$ cat config.mk
export PLATFORM = sky130hd
export DESIGN_NAME = blk_lock_mgr
export DESIGN_NICKNAME = d
export VERILOG_FILES = /design/src/rtl/blk_lock_pkg.sv /design/src/rtl/blk_lock_dec.sv /design/src/rtl/blk_lock_cell.sv /design/src/rtl/blk_lock_rdport.sv /design/src/rtl/blk_lock_mgr.sv
export SDC_FILE = /design/constraint.sdc
export NUM_CORES = 1
export LEC_CHECK = 0
export BUFFER_PORTS_ARGS = -buffer_cell sky130_fd_sc_hd__buf_2
export CORE_AREA = 2 2 70 72
export DETAILED_ROUTE_END_ITERATION = 16
export DIE_AREA = 0 0 72 74
export MAX_ROUTING_LAYER = met4
export PLACE_DENSITY = 0.9
export SLEW_MARGIN = 20
export SYNTH_ARGS = -nofsm -noshare
export SYNTH_HDL_FRONTEND = slang
export SYNTH_HIERARCHICAL = 1
export SYNTH_SLANG_ARGS = --single-unit
$ cat constraint.sdc
create_clock -name clk -period 1.7 [get_ports clk]
set_input_delay 0.425 -clock clk [delete_from_list [all_inputs] [get_ports clk]]
set_output_delay 0.425 -clock clk [all_outputs]
set_load 0.01 [all_outputs]
$ cat src/rtl/blk_lock_pkg.sv
package blk_lock_pkg;

  typedef enum logic [1:0] {
    LOP_NONE     = 2'd0,
    LOP_LOCK     = 2'd1,
    LOP_UNLOCK   = 2'd2,
    LOP_LOCKDOWN = 2'd3
  } lock_op_e;

endpackage

$ cat src/rtl/blk_lock_dec.sv
module blk_lock_dec #(
  parameter int NUM_BLOCKS = 12,
  parameter int ADDR_W     = 20
) (
  input  logic [ADDR_W-1:0]     addr,
  output logic [NUM_BLOCKS-1:0] hit,
  output logic                  in_range
);
  localparam int IDX_W = $clog2(NUM_BLOCKS);

  logic [IDX_W-1:0] idx;
  assign idx = addr[ADDR_W-1 -: IDX_W];

  // one-hot select per block; an index past the last block selects nothing
  for (genvar g = 0; g < NUM_BLOCKS; g++) begin : g_hit
    assign hit[g] = (idx == IDX_W'(g));
  end

  assign in_range = |hit;
endmodule

$ cat src/rtl/blk_lock_cell.sv
module blk_lock_cell
  import blk_lock_pkg::*;
(
  input  logic       clk,
  input  logic       rst,
  input  logic       sel,
  input  logic [1:0] op,
  input  logic       wp_n,
  output logic       eff_lock,
  output logic       down
);
  logic lk_q;
  logic ld_q;

  always_ff @(posedge clk) begin
    if (rst) begin
      lk_q <= 1'b1;
      ld_q <= 1'b0;
    end else if (sel) begin
      unique case (lock_op_e'(op))
        LOP_LOCK:     lk_q <= 1'b1;
        LOP_LOCKDOWN: begin
          lk_q <= 1'b1;
          ld_q <= 1'b1;
        end
        LOP_UNLOCK:   if (!ld_q || wp_n) lk_q <= 1'b0;
        default:      ;
      endcase
    end
  end

  // a lock-down block is forced locked while the pin protects it
  assign eff_lock = lk_q | (ld_q & ~wp_n);
  assign down     = ld_q;
endmodule

$ cat src/rtl/blk_lock_rdport.sv
module blk_lock_rdport #(
  parameter int NUM_BLOCKS = 12,
  parameter int ADDR_W     = 20
) (
  input  logic                  clk,
  input  logic                  rst,
  input  logic [ADDR_W-1:0]     addr,
  input  logic [NUM_BLOCKS-1:0] lock_v,
  input  logic [NUM_BLOCKS-1:0] down_v,
  output logic                  lk_q,
  output logic                  ld_q
);
  logic [NUM_BLOCKS-1:0] hit;
  logic                  in_range;
  logic                  lk_n;
  logic                  ld_n;

  blk_lock_dec #(.NUM_BLOCKS(NUM_BLOCKS), .ADDR_W(ADDR_W)) dec_i (
    .addr    (addr),
    .hit     (hit),
    .in_range(in_range)
  );

  // AND-OR select; no block addressed reads as plain locked
  assign lk_n = in_range ? |(hit & lock_v) : 1'b1;
  assign ld_n = |(hit & down_v);

  always_ff @(posedge clk) begin
    if (rst) begin
      lk_q <= 1'b1;
      ld_q <= 1'b0;
    end else begin
      lk_q <= lk_n;
      ld_q <= ld_n;
    end
  end
endmodule

$ cat src/rtl/blk_lock_mgr.sv
module blk_lock_mgr #(
  parameter int NUM_BLOCKS = 12,
  parameter int ADDR_W     = 20,
  parameter int STAT_W     = 16
) (
  input  logic              clk,
  input  logic              rst,
  input  logic              cmd_valid,
  input  logic [1:0]        cmd_op,
  input  logic [ADDR_W-1:0] cmd_addr,
  input  logic              wp_n,
  input  logic [ADDR_W-1:0] chk_addr,
  output logic              chk_allow,
  input  logic [ADDR_W-1:0] rd_addr,
  output logic [STAT_W-1:0] rd_status
);
  logic [NUM_BLOCKS-1:0] cmd_hit;
  logic                  cmd_in_range;
  logic [NUM_BLOCKS-1:0] lock_v;
  logic [NUM_BLOCKS-1:0] down_v;
  logic                  chk_lk_q;
  logic                  chk_ld_q;
  logic                  rd_lk_q;
  logic                  rd_ld_q;

  blk_lock_dec #(.NUM_BLOCKS(NUM_BLOCKS), .ADDR_W(ADDR_W)) cmd_dec_i (
    .addr    (cmd_addr),
    .hit     (cmd_hit),
    .in_range(cmd_in_range)
  );

  for (genvar b = 0; b < NUM_BLOCKS; b++) begin : g_cell
    blk_lock_cell cell_i (
      .clk     (clk),
      .rst     (rst),
      .sel     (cmd_valid & cmd_hit[b]),
      .op      (cmd_op),
      .wp_n    (wp_n),
      .eff_lock(lock_v[b]),
      .down    (down_v[b])
    );
  end

  blk_lock_rdport #(.NUM_BLOCKS(NUM_BLOCKS), .ADDR_W(ADDR_W)) chk_port_i (
    .clk   (clk),
    .rst   (rst),
    .addr  (chk_addr),
    .lock_v(lock_v),
    .down_v(down_v),
    .lk_q  (chk_lk_q),
    .ld_q  (chk_ld_q)
  );

  blk_lock_rdport #(.NUM_BLOCKS(NUM_BLOCKS), .ADDR_W(ADDR_W)) rd_port_i (
    .clk   (clk),
    .rst   (rst),
    .addr  (rd_addr),
    .lock_v(lock_v),
    .down_v(down_v),
    .lk_q  (rd_lk_q),
    .ld_q  (rd_ld_q)
  );

  assign chk_allow = ~chk_lk_q;
  assign rd_status = {{(STAT_W-2){1'b0}}, rd_ld_q, rd_lk_q};

  logic unused_ok;
  assign unused_ok = &{1'b0, chk_ld_q, cmd_in_range};
endmodule

==> results.cfg, run 1 <==
[drt]
antenna_left = 0
drt-total-wl_um = 4310
route.detailed.drc = 0
first_iter_violations = 257
via_count = 1659
vias_per_cell = 6.01
avgRoutedWirePerCell_um = 15.6
firstDrtPassIters = 5

[timing]
drv_slew = 0
post-route-period-util_pct = 85.1
finalClockSkew_ps = 6.81
rsz0062_at_grt = no
fin_crit_ps = 1450
setup_violations = 0
fin_setup_tns_ps = 0
fmax_ghz = 0.691
final_hold_viol_count = 0
hold_slack_ps = 492

[clock_tree]
h-tree-depth = 1
cts_hold_buf = 0
clkTransAtPathRegs_ps = 100
post-cts-setup-buffer-count = 0
cts_tree = built
max-clock-path-buffers = 2
cts_inserted_buffers = 3
clkSinkCount = 27
cts-root-buf = clkbuf_8
cts_resized = 0
insertion_delay_ps = 280

[setup_path]
start_kind = flip-flop
crit_fanout = 3
worst-setup-path-type = reg2reg
required_ps = 1860
cp.arrival_ps = 1610
worstSetupEndpointType = flip-flop

[finish]
nets = 289
final_common_cell = dfxtp_1
final_cell_mix = dfxtp_1, buf_2, and4bb_1
area_growth_pct = 2.96
nFillCells = 428
n_antenna_cell = 0
final_layout_size_suffix_gt1_share_pct = 25.2

[global_route]
grt_pass1_vias = 1413
grt_antenna_before_repair = 0
grt_pass1_wl_um = 6930
gr-total-overflow = 0
grt_util_all_layers_pct = 16.9
grt_max_degree = 28

[logic_synthesis]
yosysWarnings = 6
syn_area_um2 = 2160
avgSynthCellArea_um2 = 10.5
synth_cells = 205

[die]
fp.dieArea_um2 = 5330
ioPinCount = 83
die_w_um = 72
core_area_um2 = 4600
initial_core_util_pct = 46.9
die_y_um = 74
num_rows = 25

[pwr]
ir_drop_v = 0.000311
power_density_nw_per_um2 = 573
p_leak_nw = 0.851

[status]
outcome = finished, final reports clean

[place]
gp_congestion = 0.893
port_buffers = 20
dpl.hpwl_um = 3160

[flow_run]
maxCapViolations = 0

[worst_hold_path]
hold_class = reg2reg
==> area by class of cell <==
cell class / instances / area (µm²) / share of cell area, %
Multi-Input combinational cell: 161 / 1390 / 62.8
Sequential cell: 27 / 541 / 24.4
Timing Repair Buffer: 29 / 168 / 7.55
Tap cell: 54 / 67.6 / 3.04
Clock buffer: 3 / 41.3 / 1.86
Clock inverter: 1 / 5.00 / 0.225
Inverter: 1 / 3.75 / 0.169
==> where the power goes <==
group          total, mW  internal [mW]  switching [mW]
Clock              0.370          0.164           0.205
Sequential         0.647          0.642         0.00477
Combinational      0.255          0.104           0.151
==> through the flow <==
step	worst slack, ps	utilization (%)	cell area [µm²]	power [mW]	std cells
final	253	48.3	2220	1.27	276
after global routing	193	48.3	2220	1.32	276
after CTS	284	48.3	2220	1.28	276
after detailed placement	18.6	47.3	2170	0.915	272
after global placement	66.3	47.3	2170	0.909	272
after floorplan	262	-	2200	0.880	218
==> routing by layer <==
metal / vias up / routed length [µm] / track usage, % / share of wire, %
li1: 806 / - / - / -
met4: 0 / 82 / 7.13 / 1.9
met1: 790 / 1930 / 23.0 / 45
met5: - / 0 / - / 0
met3: 9 / 224 / 2.03 / 5.2
met2: 54 / 2070 / 25.4 / 48
==> worst paths after layout <==
path / depth (start not counted) / slack [ps] / start / to
setup reg to reg: 5 / 250 / g_cell[0].cell_i/down / rd_port_i/lk_q
setup / recovery: 5 / 250 / g_cell[0].cell_i/down / rd_port_i/lk_q
hold / removal: 1 / 490 / g_cell[3].cell_i/lk_q / g_cell[3].cell_i/lk_q
hold reg to reg: 1 / 490 / g_cell[3].cell_i/lk_q / g_cell[3].cell_i/lk_q
==> worst max-delay path, cell delays in order, from the launching register on <==
cell	delay (ps)
dfxtp_1	340
nand2b_1	90
or2b_1	280
a222oi_1	330
and3_1	210
nand4_1	80
==> registers in the layout (all words and copies together) (netlist names) <==
| signal | flops |
|---|---|
| rd_port_i/ld_q | 1 |
| chk_port_i/lk_q | 1 |
| rd_port_i/lk_q | 1 |
| g_cell.cell_i/lk_q | 12 |
| g_cell.cell_i/down | 12 |
(Power assumes the default switching activity.)
==> run 2: changes to the inputs <==
--- a/config.mk
+++ b/config.mk
@@ -11,6 +11,7 @@
 export DIE_AREA = 0 0 72 74
 export MAX_ROUTING_LAYER = met4
 export PLACE_DENSITY = 0.9
+export REMOVE_ABC_BUFFERS = 1
 export SLEW_MARGIN = 20
 export SYNTH_ARGS = -nofsm -noshare
 export SYNTH_HDL_FRONTEND = slang
==> run 2 against run 1 <==
  * Clock skew is 3.7 ps lower
  * Die area is the same
  * First-iteration DRC count decreased by 63%
  * Setup slack improved by 6.0 ps
  * Worst hold slack barely moved
==> results.cfg, run 2 (synthesis results as in run 1) <==
[clock_tree]
cts-root-buf = clkbuf_8
cts_tree = built
cts_hold_buf = 0
cts_resized = 0
clkSinkCount = 27
post-cts-setup-buffer-count = 0
insertion_delay_ps = 270
h-tree-depth = 1
max-clock-path-buffers = 2
clkTransAtPathRegs_ps = 90
cts_inserted_buffers = 3

[status]
outcome = finished, final reports clean

[setup_path]
crit_chain = nand2b_1 > or2b_1 > a222oi_1 > and3_1 > nand4_1
rrSetupSlack_ps = 260
required_ps = 1850
cp.arrival_ps = 1590
start_kind = flip-flop
worstSetupEndpointType = flip-flop
crit_fanout = 3
critical-path-max-stage-delay_ps = 350
rr_startpoint = g_cell[0].cell_i/down
worst-setup-path-type = reg2reg
timing.rr.end = rd_port_i/lk_q
r2r_cells = 5
crit_path_top_delay_cell = dfxtp_1

[worst_hold_path]
hold_path_depth = 1
hold_end = g_cell[4].cell_i/lk_q
worstHoldStart = g_cell[4].cell_i/lk_q
hold_class = reg2reg

[place]
pre_cts_slack_ps = 7.91
port_buffers = 20
gp_congestion = 0.894
dpl.hpwl_um = 3220

[die]
die_w_um = 72
ioPinCount = 83
fp.dieArea_um2 = 5330
die_y_um = 74
num_rows = 25
core_area_um2 = 4600
initial_core_util_pct = 46.9

[timing]
finalClockSkew_ps = 3.10
fin_crit_ps = 1440
final_hold_viol_count = 0
rsz0062_at_grt = no
setup_ws_ps = 259
fmax_ghz = 0.694
drv_slew = 0
setup_violations = 0
post-route-period-util_pct = 84.8
fin_setup_tns_ps = 0

[finish]
area_growth_pct = 3.66
final_common_cell = dfxtp_1
nets = 289
final_layout_size_suffix_gt1_share_pct = 25.2
final_cell_mix = dfxtp_1, buf_2, and4bb_1
n_antenna_cell = 0

[global_route]
grt_pass1_wl_um = 7020
grt_pass1_vias = 1483
grt_max_degree = 28
grt_util_all_layers_pct = 16.9
grt_antenna_before_repair = 0
gr-total-overflow = 0

[drt]
top_layer = met4
via_count = 1673
drt-total-wl_um = 4290
route.met2.wl_um = 2070
met3WireLength_um = 172
route.detailed.drc = 0
vias_per_cell = 6.06
avgRoutedWirePerCell_um = 15.5
firstDrtPassIters = 6
first_iter_violations = 95
antenna_left = 0
met1_length_um = 2010

[pwr]
ir_drop_v = 0.000318
p_leak_nw = 0.852
power_density_nw_per_um2 = 569

[flow_run]
maxCapViolations = 0
## run 2: report_power, final
group / internal (mW) / switching, mW / total [mW] / leakage (nW)
sequential: 0.642 / 0.00458 / 0.647 / 0.219
clock: 0.166 / 0.201 / 0.367 / 0.0217
combinational: 0.106 / 0.152 / 0.258 / 0.611
## run 2: stage by stage
stage	power (mW)	area (µm²)	hold slack (ps)	std cells	utilization (%)
after global routing	1.33	2230	503	276	48.6
after floorplan	0.770	1940	449	189	-
after CTS	1.28	2230	494	276	48.6
final	1.27	2230	492	276	48.6
after global placement	0.912	2190	464	272	47.5
after detailed placement	0.918	2190	471	272	47.5
## run 2: worst max path at each step
stage	from	end	cells past startpoint
2_1_floorplan	wp_n	chk_port_i/lk_q	5
3_3_place_gp	wp_n	rd_port_i/lk_q	6
4_1_cts	g_cell[0].cell_i/down	chk_port_i/lk_q	5
3_5_place_dp	wp_n	chk_port_i/lk_q	6
5_1_grt	g_cell[0].cell_i/down	chk_port_i/lk_q	5
6_report	g_cell[0].cell_i/down	rd_port_i/lk_q	5
## run 2: critical path: cells and delay by family, from the launching register on
family	cells	cell delay (ps)
DFF	1	350
AOI/OAI and AO/OA	1	300
and+or+nand+nor	4	680
## run 2: cell type report
class,instances,area [µm²]
flip-flops and latches,27,541
inverters,1,3.75
multi-input cells,161,1390
clock buffers,3,41.3
clock inverters,1,7.51
fillers,423,2360
well taps,54,67.6
repair buffers,29,180
## run 2: layer usage
layer / global-route usage [%] / vias up
met1: 22.8 / 804
met5: - / -
met4: 4.82 / 0
met2: 27.2 / 57
li1: - / 810
met3: 1.63 / 2
